## src/rtl/rstseq_pkg.sv

```systemverilog
package rstseq_pkg;
  typedef enum logic [2:0] {
    CAUSE_POR       = 3'd0,
    CAUSE_EXT_RUN   = 3'd1,
    CAUSE_EXT_SLEEP = 3'd2,
    CAUSE_WDT       = 3'd3,
    CAUSE_BOR       = 3'd4,
    CAUSE_INSTR     = 3'd5,
    CAUSE_STK_FULL  = 3'd6,
    CAUSE_STK_UNDER = 3'd7
  } cause_e;

  typedef enum logic [2:0] {
    ST_RUN,
    ST_HOLD,
    ST_SETTLE,
    ST_PWRUP,
    ST_OSCWAIT
  } seq_state_e;
endpackage

```

## src/rtl/rstseq_pin_filter.sv

```systemverilog
module rstseq_pin_filter #(
  parameter int unsigned SAMPLES = 4
) (
  input  logic clk,
  input  logic srst,
  input  logic tick,
  input  logic pin_n,
  output logic low_ok
);
  localparam int unsigned CW = $clog2(SAMPLES + 1);

  logic [1:0]    sync_q;
  logic [CW-1:0] run_q;

  always_ff @(posedge clk) begin
    if (srst) begin
      sync_q <= 2'b11;
      run_q  <= '0;
    end else begin
      sync_q <= {sync_q[0], pin_n};
      if (tick) begin
        if (sync_q[1])
          run_q <= '0;
        else if (run_q != CW'(SAMPLES))
          run_q <= run_q + 1'b1;
      end
    end
  end

  assign low_ok = (run_q == CW'(SAMPLES));
endmodule

```

## src/rtl/rstseq_timer.sv

```systemverilog
module rstseq_timer #(
  parameter int unsigned W = 10
) (
  input  logic clk,
  input  logic clr,
  input  logic step,
  output logic done
);
  logic [W-1:0] cnt_q;

  always_ff @(posedge clk) begin
    if (clr) begin
      cnt_q <= '0;
      done  <= 1'b0;
    end else if (step && !done) begin
      cnt_q <= cnt_q + 1'b1;
      if (&cnt_q) done <= 1'b1;
    end
  end
endmodule

```

## src/rtl/reset_sequencer.sv

```systemverilog
module reset_sequencer
  import rstseq_pkg::*;
#(
  parameter int unsigned PWRT_W   = 11,
  parameter int unsigned OST_W    = 10,
  parameter int unsigned FILT_N   = 4,
  parameter int unsigned SYNC_CYC = 2
) (
  input  logic       clk,
  input  logic       por_pulse,
  input  logic       ext_rst_n,
  input  logic       ext_en,
  input  logic       bor_det,
  input  logic       bor_en,
  input  logic       wdt_timeout,
  input  logic       reset_instr,
  input  logic       stk_full,
  input  logic       stk_under,
  input  logic       in_sleep,
  input  logic       slow_tick,
  input  logic       rearm_por,
  input  logic       rearm_bor,
  output logic       chip_rst,
  output logic [2:0] cause,
  output logic       flag_ri_n,
  output logic       flag_to_n,
  output logic       flag_pd_n,
  output logic       flag_por_n,
  output logic       flag_bor_n
);
  localparam int unsigned SW = $clog2(SYNC_CYC + 1);

  seq_state_e    state_q, state_d;
  logic [SW-1:0] settle_q;
  logic          ext_low, ext_req, bor_req, any_req;
  logic          pwrt_done, ost_done;
  cause_e        hit;

  rstseq_pin_filter #(.SAMPLES(FILT_N)) u_filt (
    .clk(clk), .srst(por_pulse), .tick(slow_tick),
    .pin_n(ext_rst_n), .low_ok(ext_low)
  );

  rstseq_timer #(.W(PWRT_W)) u_pwrt (
    .clk(clk), .clr(por_pulse || state_q != ST_PWRUP),
    .step(slow_tick), .done(pwrt_done)
  );

  rstseq_timer #(.W(OST_W)) u_ost (
    .clk(clk), .clr(por_pulse || state_q != ST_OSCWAIT),
    .step(1'b1), .done(ost_done)
  );

  assign ext_req = ext_low && ext_en;
  assign bor_req = bor_det && bor_en;
  assign any_req = ext_req || bor_req || wdt_timeout || reset_instr ||
                   stk_full || stk_under;

  always_comb begin
    if (bor_req)          hit = CAUSE_BOR;
    else if (wdt_timeout) hit = CAUSE_WDT;
    else if (ext_req)     hit = in_sleep ? CAUSE_EXT_SLEEP : CAUSE_EXT_RUN;
    else if (reset_instr) hit = CAUSE_INSTR;
    else if (stk_full)    hit = CAUSE_STK_FULL;
    else                  hit = CAUSE_STK_UNDER;
  end

  always_comb begin
    state_d = state_q;
    if (any_req) begin
      state_d = ST_HOLD;
    end else begin
      case (state_q)
        ST_HOLD:    state_d = ST_SETTLE;
        ST_SETTLE:  if (settle_q == SW'(SYNC_CYC - 1)) state_d = ST_RUN;
        ST_PWRUP:   if (pwrt_done) state_d = ST_OSCWAIT;
        ST_OSCWAIT: if (ost_done) state_d = ST_RUN;
        default:    state_d = state_q;
      endcase
    end
  end

  always_ff @(posedge clk) begin
    if (por_pulse) begin
      state_q    <= ST_PWRUP;
      settle_q   <= '0;
      chip_rst   <= 1'b1;
      cause      <= CAUSE_POR;
      flag_ri_n  <= 1'b1;
      flag_to_n  <= 1'b1;
      flag_pd_n  <= 1'b1;
      flag_por_n <= 1'b0;
      flag_bor_n <= 1'b0;
    end else begin
      state_q  <= state_d;
      chip_rst <= (state_d != ST_RUN);
      settle_q <= (state_q == ST_SETTLE) ? settle_q + 1'b1 : '0;
      if (rearm_por) flag_por_n <= 1'b1;
      if (rearm_bor) flag_bor_n <= 1'b1;
      if (any_req) begin
        cause <= hit;
        case (hit)
          CAUSE_BOR: begin
            flag_bor_n <= 1'b0;
            flag_ri_n  <= 1'b1;
            flag_to_n  <= 1'b1;
            flag_pd_n  <= 1'b1;
          end
          CAUSE_WDT:       flag_to_n <= 1'b0;
          CAUSE_EXT_SLEEP: flag_pd_n <= 1'b0;
          CAUSE_INSTR:     flag_ri_n <= 1'b0;
          default: ;
        endcase
      end
    end
  end
endmodule

```

## config.mk

```make
export PLATFORM = sky130hd
export DESIGN_NAME = reset_sequencer
export DESIGN_NICKNAME = d
export VERILOG_FILES = /design/src/rtl/rstseq_pkg.sv /design/src/rtl/rstseq_pin_filter.sv /design/src/rtl/rstseq_timer.sv /design/src/rtl/reset_sequencer.sv
export SDC_FILE = /design/constraint.sdc
export NUM_CORES = 1
export LEC_CHECK = 0
export BUFFER_PORTS_ARGS = -buffer_cell sky130_fd_sc_hd__buf_2
export CAP_MARGIN = 20
export CORE_MARGIN = 4
export CORE_UTILIZATION = 55
export CTS_CLUSTER_DIAMETER = 100
export DETAILED_ROUTE_END_ITERATION = 8
export GPL_TIMING_DRIVEN = 1
export PLACE_DENSITY = 0.87
export SYNTH_ARGS = -nofsm -noshare
export SYNTH_HDL_FRONTEND = slang
export SYNTH_HIERARCHICAL = 1
export SYNTH_SLANG_ARGS = --single-unit
```

## constraint.sdc

```tcl
create_clock -name clk -period 4.27 [get_ports clk]
set_input_delay 0.854 -clock clk [delete_from_list [all_inputs] [get_ports clk]]
set_output_delay 0.854 -clock clk [all_outputs]
set_load 0.03 [all_outputs]
```

-- Yosys cells after proc, flatten, opt, wreduce, memory -nomap -nowiden
Cells that the tools add are included.
- register bits after elaboration: 42
- output and inout bits: 9
- word-level logic and storage cells: 77
- $add $sub $neg: 4
- equality and inequality tests: 13
- muxes and demuxes: 21
- bitwise gates (word level): 1
- reductions and logical operators: 23
- operators with widths (cell ; count):
    $mux 3 ; 9
    $eq 3x2->1 const B ; 4
    $eq 3x3->1 const B ; 4
    $pmux 3 s4 ; 1
    $reduce_and 12->1 ; 1
    $add 11x1->11 const B ; 1
    $add 10x1->10 const B ; 1
    $reduce_and 10->1 ; 1
    $reduce_and 2->1 ; 4
    $reduce_bool 2->1 ; 4
    $logic_or 1x1->1 ; 7
    $mux 1 ; 6
    $ne 3x3->1 const B ; 2
    $pmux 1 s2 ; 3
    $mux 2 ; 2
    $add 3x1->3 const B ; 1
    $eq 3x1->1 const B ; 1
    $logic_and 1x1->1 ; 3
    $ne 3x2->1 const B ; 1
    $reduce_bool 3->1 ; 1
    $add 2x1->2 const B ; 1
    $eq 2x1->1 const B ; 1
    $reduce_or 2->1 ; 1
    $logic_not 1->1 ; 1
    $not 1->1 ; 1

-- Longest topological paths before layout
Gate-level depths: netlist of the first run.
- depth in word-level cells: 9
- depth in mapped cells: 6
- gate-level depth less buffers: 6

-- Cells and area by module
The synthesis of the first run kept the hierarchy.
- by module, submodules not included (module ; instances ; cells each ; area an instance (sq um) ; seq. area each (sq um)):
    reset_sequencer ; 1 ; 59 ; 600.6 ; 280.3
    rstseq_timer at u_pwrt ; 1 ; 61 ; 565.5 ; 240.2
    rstseq_timer at u_ost ; 1 ; 57 ; 520.5 ; 220.2
    rstseq_pin_filter ; 1 ; 24 ; 231.5 ; 100.1

-- Worst setup path before layout of the first run
OpenSTA, ideal clock, no wires.
- path type: input-to-reg
- start: input port por_pulse
- end: register u_pwrt.cnt_q[9]
- setup time: 121 ps
- arrival: 1610 ps
- required time: 4149 ps
- setup slack: 2540 ps
- stages on the path: 5
- buffers on the path: 1
- cells stage by stage: nor2_1 nand3_1 clkbuf_1 nor2_1 mux2_2
- longest elaborated chain between the ends: 1
- ends and longest elaborated chain (element ; line ; source):
    from (decl) ; reset_sequencer.sv:10 ; input logic por_pulse,
    $logic_or 1x1->1 ; reset_sequencer.sv:45 ; .clk(clk), .clr(por_pulse || state_q != ST_PWRUP),
    to (signal assigned) ; rstseq_timer.sv:16 ; cnt_q <= cnt_q + 1'b1;
    to (decl) ; rstseq_timer.sv:9 ; logic [W-1:0] cnt_q;
Every way passes these cells.
A chain may end at the register's enable or synchronous reset.

-- Final worst setup path of the first run
- start: register cause[0]
- end: output port cause[0]
- RTL lines (element ; line ; source):
    from (decl) ; reset_sequencer.sv:24 ; output logic [2:0] cause,
    from (signal assigned) ; reset_sequencer.sv:101 ; cause <= hit;
No word-level cell between the ends.

==> results.py, run 1 <==
metrics = {
    "clocking": {
        "worstSkewPairLatency_ns": 0.36,
        "post_cts_buffers": 0,
        "ctsLongestPathBuffers": 2,
        "cts.sinks": 42,
        "tritoncts": "done",
        "clk_pin_slew_ns": 0.11,
        "cts-resized-gates": 0,
        "root_buffer": "clkbuf_4",
        "htree_levels": 2,
        "cts-buffers-inserted": 5,
        "ctsHoldBuffers": 0,
    },
    "worst_setup_path": {
        "endpoint_kind": "primary output",
        "cp-startpoint": "cause[0]",
        "worst_ep_arrival_time_ns": 0.93,
        "path_cells": "buf_2",
        "crit_buf_inv": 1,
        "worstSetupPathType": "flip-flop to primary output",
        "required_ns": 3.42,
        "critPathTopFamily": "flip-flops",
        "crit_fanout": 2,
        "max_stage_delay_ns": 0.37,
        "reg2reg_from": "u_pwrt/cnt_q[0]",
        "cpMaxStageDelayCell": "dfxtp_1",
        "startpoint_type": "flip-flop",
    },
    "power": {
        "switching_share_pct": 24.2,
        "max-vdd-ir-drop_mv": 0.254,
        "p_comb_share_pct": 7.5,
        "p_switching_w": 0.000159,
        "pwr-share-seq_pct": 61.5,
        "p_leak_nw": 0.826,
        "power.share.clock_pct": 31.0,
        "internal_power_w": 0.000498,
        "p_per_area_mw_per_mm2": 308,
    },
    "sta": {
        "rsz0062_at_grt": "no",
        "max_clock_freq_mhz": 560,
        "max_slew_margin_pct": 66.7,
        "hold_viol": 0,
        "finalCritPeriodShare_pct": 41.8,
        "setup_viol": 0,
        "slew_violations": 0,
        "tightest_slew_ns": 0.498,
        "tns_ns": 0,
        "period_minus_slack_ns": 1.79,
        "fin_skew_ns": 0.00339,
        "setup_ws_ns": 2.48,
    },
    "synthesis": {
        "synthCells": 201,
        "ys_warn_count": 6,
        "yosysTopAreaCell": "dfxtp_1",
        "synth.distinct_cells": 52,
        "yosysMostFrequentCell": "dfxtp_1",
        "synthTopCellsByCount": "dfxtp_1 (42), a21oi_1 (17), inv_1 (15), nor2_1 (15), nand2_1 (10)",
        "yosysTopAreaCellShare_pct": 43.8,
        "synth_area_mm2": 0.00192,
        "synth_edf_count": 0,
        "async_flop_share_pct": 0,
        "ys_top_cells_by_area": "dfxtp_1 (44%), a21oi_1 (4.4%), o31ai_1 (3.5%)",
        "avgSynthCellArea_um2": 9.54,
        "ys_seq_area_share_pct": 43.8,
        "synth_ff_type": "dfxtp_1",
        "ys_ff_latch": 42,
    },
    "grt": {
        "overflow": 0,
        "grt_pass1_vias": 1493,
        "grt_use_total_pct": 18.0,
        "grt_pass1_wl_um": 6070,
        "grt_max_degree": 16,
        "antenna_found_initial": 0,
    },
    "route": {
        "wire_per_inst_um": 12.0,
        "routed_wl_um": 3310,
        "drcViolationCount": 0,
        "vias_per_cell": 5.53,
        "first_pass_iters": 4,
        "ant_nets": 0,
        "drt_iter0_markers": 56,
        "routed-via-count": 1525,
    },
    "placement": {
        "place_congestion": 0.823,
        "dpl_worst_slack_ns": 2.18,
        "dp_hpwl_um": 2440,
        "port_buffers": 22,
    },
    "layout": {
        "num-fill-cells": 294,
        "nets": 248,
        "num_antenna_cells": 0,
        "area_growth_pct": 11.3,
        "drive_gt1_share_pct": 20.9,
    },
    "die": {
        "core-area_mm2": 0.00336,
        "fp-row-count": 21,
        "start_util_pct": 57.0,
        "die_h_um": 67.1,
        "die_w_um": 67.1,
        "dieArea_mm2": 0.00450,
        "ios": 23,
    },
    "job": {
        "maxCapViolCount": 0,
    },
    "hold_path": {
        "hold_path.startpoint": "settle_q[0]",
        "hold_class": "flip-flop to flip-flop",
    },
    "run_status": {
        "run_status": "finished clean",
    },
}
placed cells by master, fill, tap and decap left out, types with 2 or more instances in the layout:
cell and count:
xnor2_1 2, nand2b_1 2, a21oi_1 17, nor2b_1 5, xor2_1 2, conb_1 3, clkbuf_4 5, nand2_1 10
nand3b_1 4, nand4_2 2, or3_1 4, inv_1 15, a22oi_1 2, or4_1 9, dfxtp_1 42, mux2_2 2
o31ai_1 9, nand3_1 4, nand4b_1 3, o221a_1 2, nor2_1 15, or2_2 2, nand3b_4 2, o21ai_0 6
ha_1 5, mux2i_1 5, o21bai_1 2, buf_2 22
worst paths after layout:
path | endpoint | slack [ns] | depth (start not counted)
max | cause[0] | 2.48 | 1
min | settle_q[0] | 0.43 | 1
max reg2reg | u_pwrt/cnt_q[10] | 2.67 | 4
min reg2reg | settle_q[0] | 0.43 | 1
metal layers:
layer,track usage (%),wire length (um),vias up
li1,-,-,787
met1,20.8,1510,700
met2,29.3,1560,31
met3,4.38,151,7
met4,11.4,87,0
met5,0,0,-
per-stage QoR:
step,hold WS [ns],power [W],instance area (um^2),utilization (%),instances
6_report,0.435,0.000657,2130,63.5,276
5_1_grt,0.445,0.000686,2130,63.5,276
4_1_cts,0.437,0.000665,2130,63.5,276
3_5_place_dp,0.420,0.000462,2070,61.7,268
3_3_place_gp,0.396,0.000461,2070,61.7,268
2_1_floorplan,0.389,0.000442,1930,-,203
cell type report:
| type | count | area, um^2 | share of cell area, % |
|---|---|---|---|
| clock inverters | 1 | 5.00 | 0.234 |
| flip-flops and latches | 42 | 841 | 39.4 |
| well taps | 46 | 57.6 | 2.70 |
| multi-input cells | 142 | 1010 | 47.1 |
| repair buffers | 22 | 110 | 5.16 |
| clock buffers | 7 | 55.1 | 2.58 |
| inverters | 16 | 60.1 | 2.81 |
flip-flops by register name, summed over array words and instances (netlist names), 2 cells and up:
signal	flops
u_pwrt/cnt_q	11
u_ost/cnt_q	10
settle_q	2
u_filt/run_q	3
state_q	3
u_filt/sync_q	2
cause	3
power by group through the flow:
stage | Combinational [W] | Sequential (W) | Clock (W)
final | 0.0000492 | 0.000404 | 0.000204
after global routing | 0.0000551 | 0.000405 | 0.000226
after CTS | 0.0000498 | 0.000404 | 0.000211
after detailed placement | 0.0000497 | 0.000413 | 0
after global placement | 0.0000481 | 0.000413 | 0
after floorplan | 0.0000208 | 0.000421 | 0
logic make-up after synthesis:
logic type / count (synthesis) / synth area share [%]
compound gates: 51 / 18.3
xor+xnor: 4 / 1.83
fa+ha+maj: 5 / 3.26
buf+inv: 19 / 4.11
flops: 42 / 43.8
mux: 7 / 3.78
other cells: 1 / 0.196
simple gates: 72 / 24.7
Note: power is estimated with default switching activity, not from simulation.
==> inputs of run 2 (changes only) <==
CORE_UTILIZATION = 51   (was 55)
PLACE_DENSITY = 0.85   (was 0.87)
clock period = 1.5 ns   (was 4.27 ns; I/O delays follow)
==> run 2 against run 1 <==
Against the previous run:
- utilization grew 0.31 points
- final cell count grew 5.1%
- first-iteration DRC count grew 5.4%
- count of clock-buffer cells in the layout shrank 1
- critical path depth grew 5
- largest cell class unchanged
- critical path type is now flip-flop to flip-flop
- critical endpoint is now cause[1]
- largest power group unchanged
- clock skew grew 0.0022 ns
==> results.py, run 2 (synthesis results as in run 1) <==
metrics = {
    "run_status": {
        "run_status": "finished clean",
    },
    "placement": {
        "place_inst": 279,
        "dpl_worst_slack_ns": -0.00895,
        "port_buffers": 22,
        "place_congestion": 0.890,
        "dp_hpwl_um": 2700,
    },
    "route": {
        "routed_wl_um": 3770,
        "routed-via-count": 1587,
        "first_pass_iters": 4,
        "drcViolationCount": 0,
        "wire_per_inst_um": 13.0,
        "vias_per_cell": 5.47,
        "ant_nets": 0,
        "drt_iter0_markers": 59,
    },
    "layout": {
        "num_antenna_cells": 0,
        "num-fill-cells": 291,
        "largest_registers": "u_pwrt/cnt_q (11), u_ost/cnt_q (10)",
        "top_register": "u_pwrt/cnt_q",
        "final_common_cell": "dfxtp_1",
        "final_cell_mix": "dfxtp_1 (37), buf_2 (22), a21oi_1 (16), inv_1 (15), nor2_1 (15)",
        "area_growth_pct": 21.7,
        "final-instance-count-excl-fill": 290,
        "largest_reg_flops": 11,
        "nets": 260,
        "drive_gt1_share_pct": 29.3,
    },
    "worst_setup_path": {
        "endpoint_kind": "flip-flop",
        "crit_fanout": 4,
        "reg2reg_from": "u_filt/run_q[0]",
        "worst_ep_arrival_time_ns": 1.63,
        "required_ns": 1.68,
        "startpoint_type": "flip-flop",
        "cp-startpoint": "u_filt/run_q[0]",
        "worstSetupPathType": "flip-flop to flip-flop",
    },
    "sta": {
        "fin_skew_ns": 0.00560,
        "finalCritPeriodShare_pct": 96.7,
        "setup_viol": 0,
        "hold_viol": 0,
        "whs_ns": 0.189,
        "slew_violations": 0,
        "rsz0062_at_grt": "yes",
        "period_minus_slack_ns": 1.45,
        "max_clock_freq_mhz": 689,
        "setup_ws_ns": 0.0496,
    },
    "grt": {
        "grt_pass1_vias": 1441,
        "grt_pass1_wl_um": 6350,
        "grt_use_total_pct": 16.3,
        "grt_max_degree": 16,
        "overflow": 0,
        "antenna_found_initial": 0,
    },
    "die": {
        "die_h_um": 69.3,
        "fp-row-count": 22,
        "core-area_mm2": 0.00366,
        "ios": 23,
        "die_w_um": 69.3,
        "start_util_pct": 52.4,
        "dieArea_mm2": 0.00481,
    },
    "clocking": {
        "clk_pin_slew_ns": 0.08,
        "ctsLongestPathBuffers": 2,
        "tritoncts": "done",
        "cts-buffers-inserted": 5,
        "cts.sinks": 42,
        "worstSkewPairLatency_ns": 0.29,
        "root_buffer": "clkbuf_8",
        "htree_levels": 2,
    },
    "job": {
        "maxCapViolCount": 0,
    },
    "power": {
        "max-vdd-ir-drop_mv": 0.753,
        "p_per_area_mw_per_mm2": 1030,
        "p_leak_nw": 0.919,
    },
    "hold_path": {
        "hold_class": "input port to flip-flop",
        "hold_path.startpoint": "ext_rst_n",
    },
}
run 2: power breakdown:
| group | internal (W) | leakage [nW] | total [W] | switching (W) |
|---|---|---|---|---|
| clock network | 0.000710 | 0.0714 | 0.00110 | 0.000385 |
| logic | 0.0000652 | 0.504 | 0.000159 | 0.0000938 |
| registers | 0.00114 | 0.344 | 0.00115 | 0.0000124 |
| total | 0.00191 | 0.919 | 0.00240 | 0.000492 |
run 2: per-stage QoR:
step           cell area [um^2]  utilization [%]  total power [W]  setup TNS (ns)
2_1_floorplan              1930                -          0.00126               0
3_3_place_gp               2140             58.6          0.00132               0
3_5_place_dp               2140             58.6          0.00133        -0.00895
4_1_cts                    2290             62.7          0.00242               0
5_1_grt                    2330             63.8          0.00249         -0.0265
6_report                   2330             63.8          0.00240               0
run 2: path summary, 6_finish.rpt:
check | to | slack (ns) | cells past startpoint
max reg2reg | cause[1] | 0.05 | 6
max | cause[1] | 0.05 | 6
min | u_filt/sync_q[0] | 0.19 | 2
min reg2reg | u_filt/sync_q[1] | 0.41 | 1
run 2: layer usage:
| metal | vias to the layer above | share of wire [%] | GRT usage [%] |
|---|---|---|---|
| li1 | 807 | - | - |
| met1 | 738 | 47 | 19.8 |
| met2 | 34 | 46 | 25.6 |
| met3 | 8 | 4.5 | 5.22 |
| met4 | 0 | 2.8 | 8.46 |
| met5 | - | 0 | 0 |
run 2: final cells by class:
type,instances,area [um^2],share of cell area (%)
multi-input cells,142,1020,43.9
well taps,48,60.1,2.57
clock buffers,6,82.6,3.54
inverters,16,60.1,2.57
flip-flops and latches,42,847,36.3
clock inverters,2,60.1,2.57
repair buffers,34,200,8.57
run 2: timing repair:
action / CTS / global route
hold buffers: 0 / 0
gates resized for setup: 2 / 8
pin swaps: 2 / 3
setup endpoints to repair: 3 / 10
setup buffers: 0 / 3
run 2: worst max-delay path: stages, from the launching register on:
cell,delay (ns)
dfxtp_2,0.34
inv_1,0.06
ha_2,0.18
and2_4,0.18
a21oi_4,0.19
nand3_2,0.12
o221a_1,0.29
==> inputs of run 3 (changes only) <==
CORE_UTILIZATION = 35   (was 51)
PLACE_DENSITY = 0.65   (was 0.85)
==> run 3 against run 2 <==
Against the previous run:
- clock power decreased by 19%
- count of clock-buffer cells in the layout decreased by 1
- highest routed layer unchanged
- first-iteration DRC count increased by 32%
- largest cell class unchanged
- combinational power about the same
- non-clock buffer count unchanged
- critical path depth decreased by 3
- total power decreased by 8.8%
==> results.py, run 3 (synthesis results as in run 1) <==
metrics = {
    "run_status": {
        "run_status": "finished clean",
    },
    "die": {
        "core-area_mm2": 0.00520,
        "ios": 23,
        "fp-row-count": 26,
        "dieArea_mm2": 0.00673,
        "die_w_um": 82.0,
        "die_h_um": 82.0,
        "start_util_pct": 36.9,
    },
    "job": {
        "maxCapViolCount": 0,
    },
    "clocking": {
        "ctsLongestPathBuffers": 2,
        "tritoncts": "done",
        "cts.sinks": 42,
        "worstSkewPairLatency_ns": 0.29,
        "htree_levels": 2,
        "root_buffer": "clkbuf_8",
        "clk_pin_slew_ns": 0.08,
        "cts-buffers-inserted": 5,
    },
    "route": {
        "routed-via-count": 1540,
        "wire_per_inst_um": 11.5,
        "ant_nets": 0,
        "drcViolationCount": 0,
        "first_pass_iters": 4,
        "drt_iter0_markers": 78,
        "vias_per_cell": 4.94,
        "routed_wl_um": 3580,
    },
    "layout": {
        "largest_registers": "u_pwrt/cnt_q (11), u_ost/cnt_q (10)",
        "top_register": "u_pwrt/cnt_q",
        "num_antenna_cells": 0,
        "final_util_pct": 44.6,
        "final_cell_mix": "dfxtp_1 (38), buf_2 (22), a21oi_1 (16), inv_1 (15), nor2_1 (15)",
        "nets": 260,
        "area_growth_pct": 21.1,
        "multi_input_area_mm2": 0.00102,
        "largest_reg_flops": 11,
        "final_common_cell": "dfxtp_1",
        "final-seq-area_um2": 846,
        "num-fill-cells": 521,
        "drive_gt1_share_pct": 28.1,
    },
    "sta": {
        "finalCritPeriodShare_pct": 94.2,
        "period_minus_slack_ns": 1.41,
        "tns_ns": 0,
        "setup_viol": 0,
        "slew_violations": 0,
        "setup_ws_ns": 0.0863,
        "fin_skew_ns": 0.00378,
        "hold_viol": 0,
        "max_clock_freq_mhz": 707,
        "rsz0062_at_grt": "no",
    },
    "grt": {
        "antenna_found_initial": 0,
        "grt_use_total_pct": 12.5,
        "grt_pass1_vias": 1553,
        "grt_max_degree": 16,
        "use_met1_pct": 15.9,
        "met3_usage_pct": 3.73,
        "overflow": 0,
        "grt_busiest_layer": "met2",
        "grtUsageMet2_pct": 19.9,
        "grt_pass1_wl_um": 6560,
    },
    "placement": {
        "dpl_worst_slack_ns": 0.0353,
        "dp_hpwl_um": 2650,
        "port_buffers": 22,
        "place_congestion": 0.780,
    },
    "power": {
        "max-vdd-ir-drop_mv": 0.637,
        "p_per_area_mw_per_mm2": 943,
        "p_leak_nw": 0.908,
        "power_w": 0.00219,
    },
    "worst_setup_path": {
        "required_ns": 1.69,
        "worst_ep_arrival_time_ns": 1.60,
        "crit_fanout": 6,
        "rrSetupSlack_ns": 0.09,
        "cp-startpoint": "u_pwrt/cnt_q[4]",
        "endpoint_kind": "flip-flop",
        "reg2reg_from": "u_pwrt/cnt_q[4]",
        "startpoint_type": "flip-flop",
        "worstSetupPathType": "flip-flop to flip-flop",
    },
    "hold_path": {
        "hold_class": "input port to flip-flop",
        "hold_path.startpoint": "ext_rst_n",
    },
}
-- run 3: stage by stage --
step           instances  hold slack, ns  cell area (um^2)
3_3_place_gp         303           0.393              2190
3_5_place_dp         303           0.400              2190
5_1_grt              312           0.176              2320
6_report             312           0.187              2320
2_1_floorplan        203           0.369              1930
4_1_cts              311           0.178              2300
-- run 3: worst max-delay path: stages (launching register included) --
cell	delay, ns
dfxtp_1	0.39
nand4_2	0.19
nor4_1	0.35
mux2_2	0.37
-- run 3: final timing paths --
| kind | depth (start not counted) | end |
|---|---|---|
| hold reg to reg | 1 | u_filt/sync_q[1] |
| hold / removal | 2 | u_filt/sync_q[0] |
| setup reg to reg | 3 | u_pwrt/cnt_q[10] |
| setup / recovery | 3 | u_pwrt/cnt_q[10] |
-- run 3: routing by layer --
layer	part of all wire, %	routed length (um)
met3	4.9	175
met4	1.2	42
met1	49	1750
met2	45	1610
met5	0	0
-- run 3: timing repair --
item | CTS | global route
hold buffers | 0 | 0
gates resized for setup | 0 | 7
setup buffers | 0 | 1
setup endpoints to repair | 0 | 9
-- run 3: cell type report --
class	count	area share, %
Timing Repair Buffer	34	8.62
Inverter	16	2.58
Clock buffer	5	2.96
Tap cell	70	3.77
Sequential cell	42	36.4
Multi-Input combinational cell	142	43.8
Clock inverter	3	1.88
-- run 3: power by group --
group	internal (W)	switching (W)	total [W]	leakage, nW
Clock	0.000499	0.000387	0.000886	0.0585
Combinational	0.0000657	0.0000936	0.000159	0.506
Sequential	0.00114	0.0000113	0.00115	0.343
Total	0.00170	0.000492	0.00219	0.908
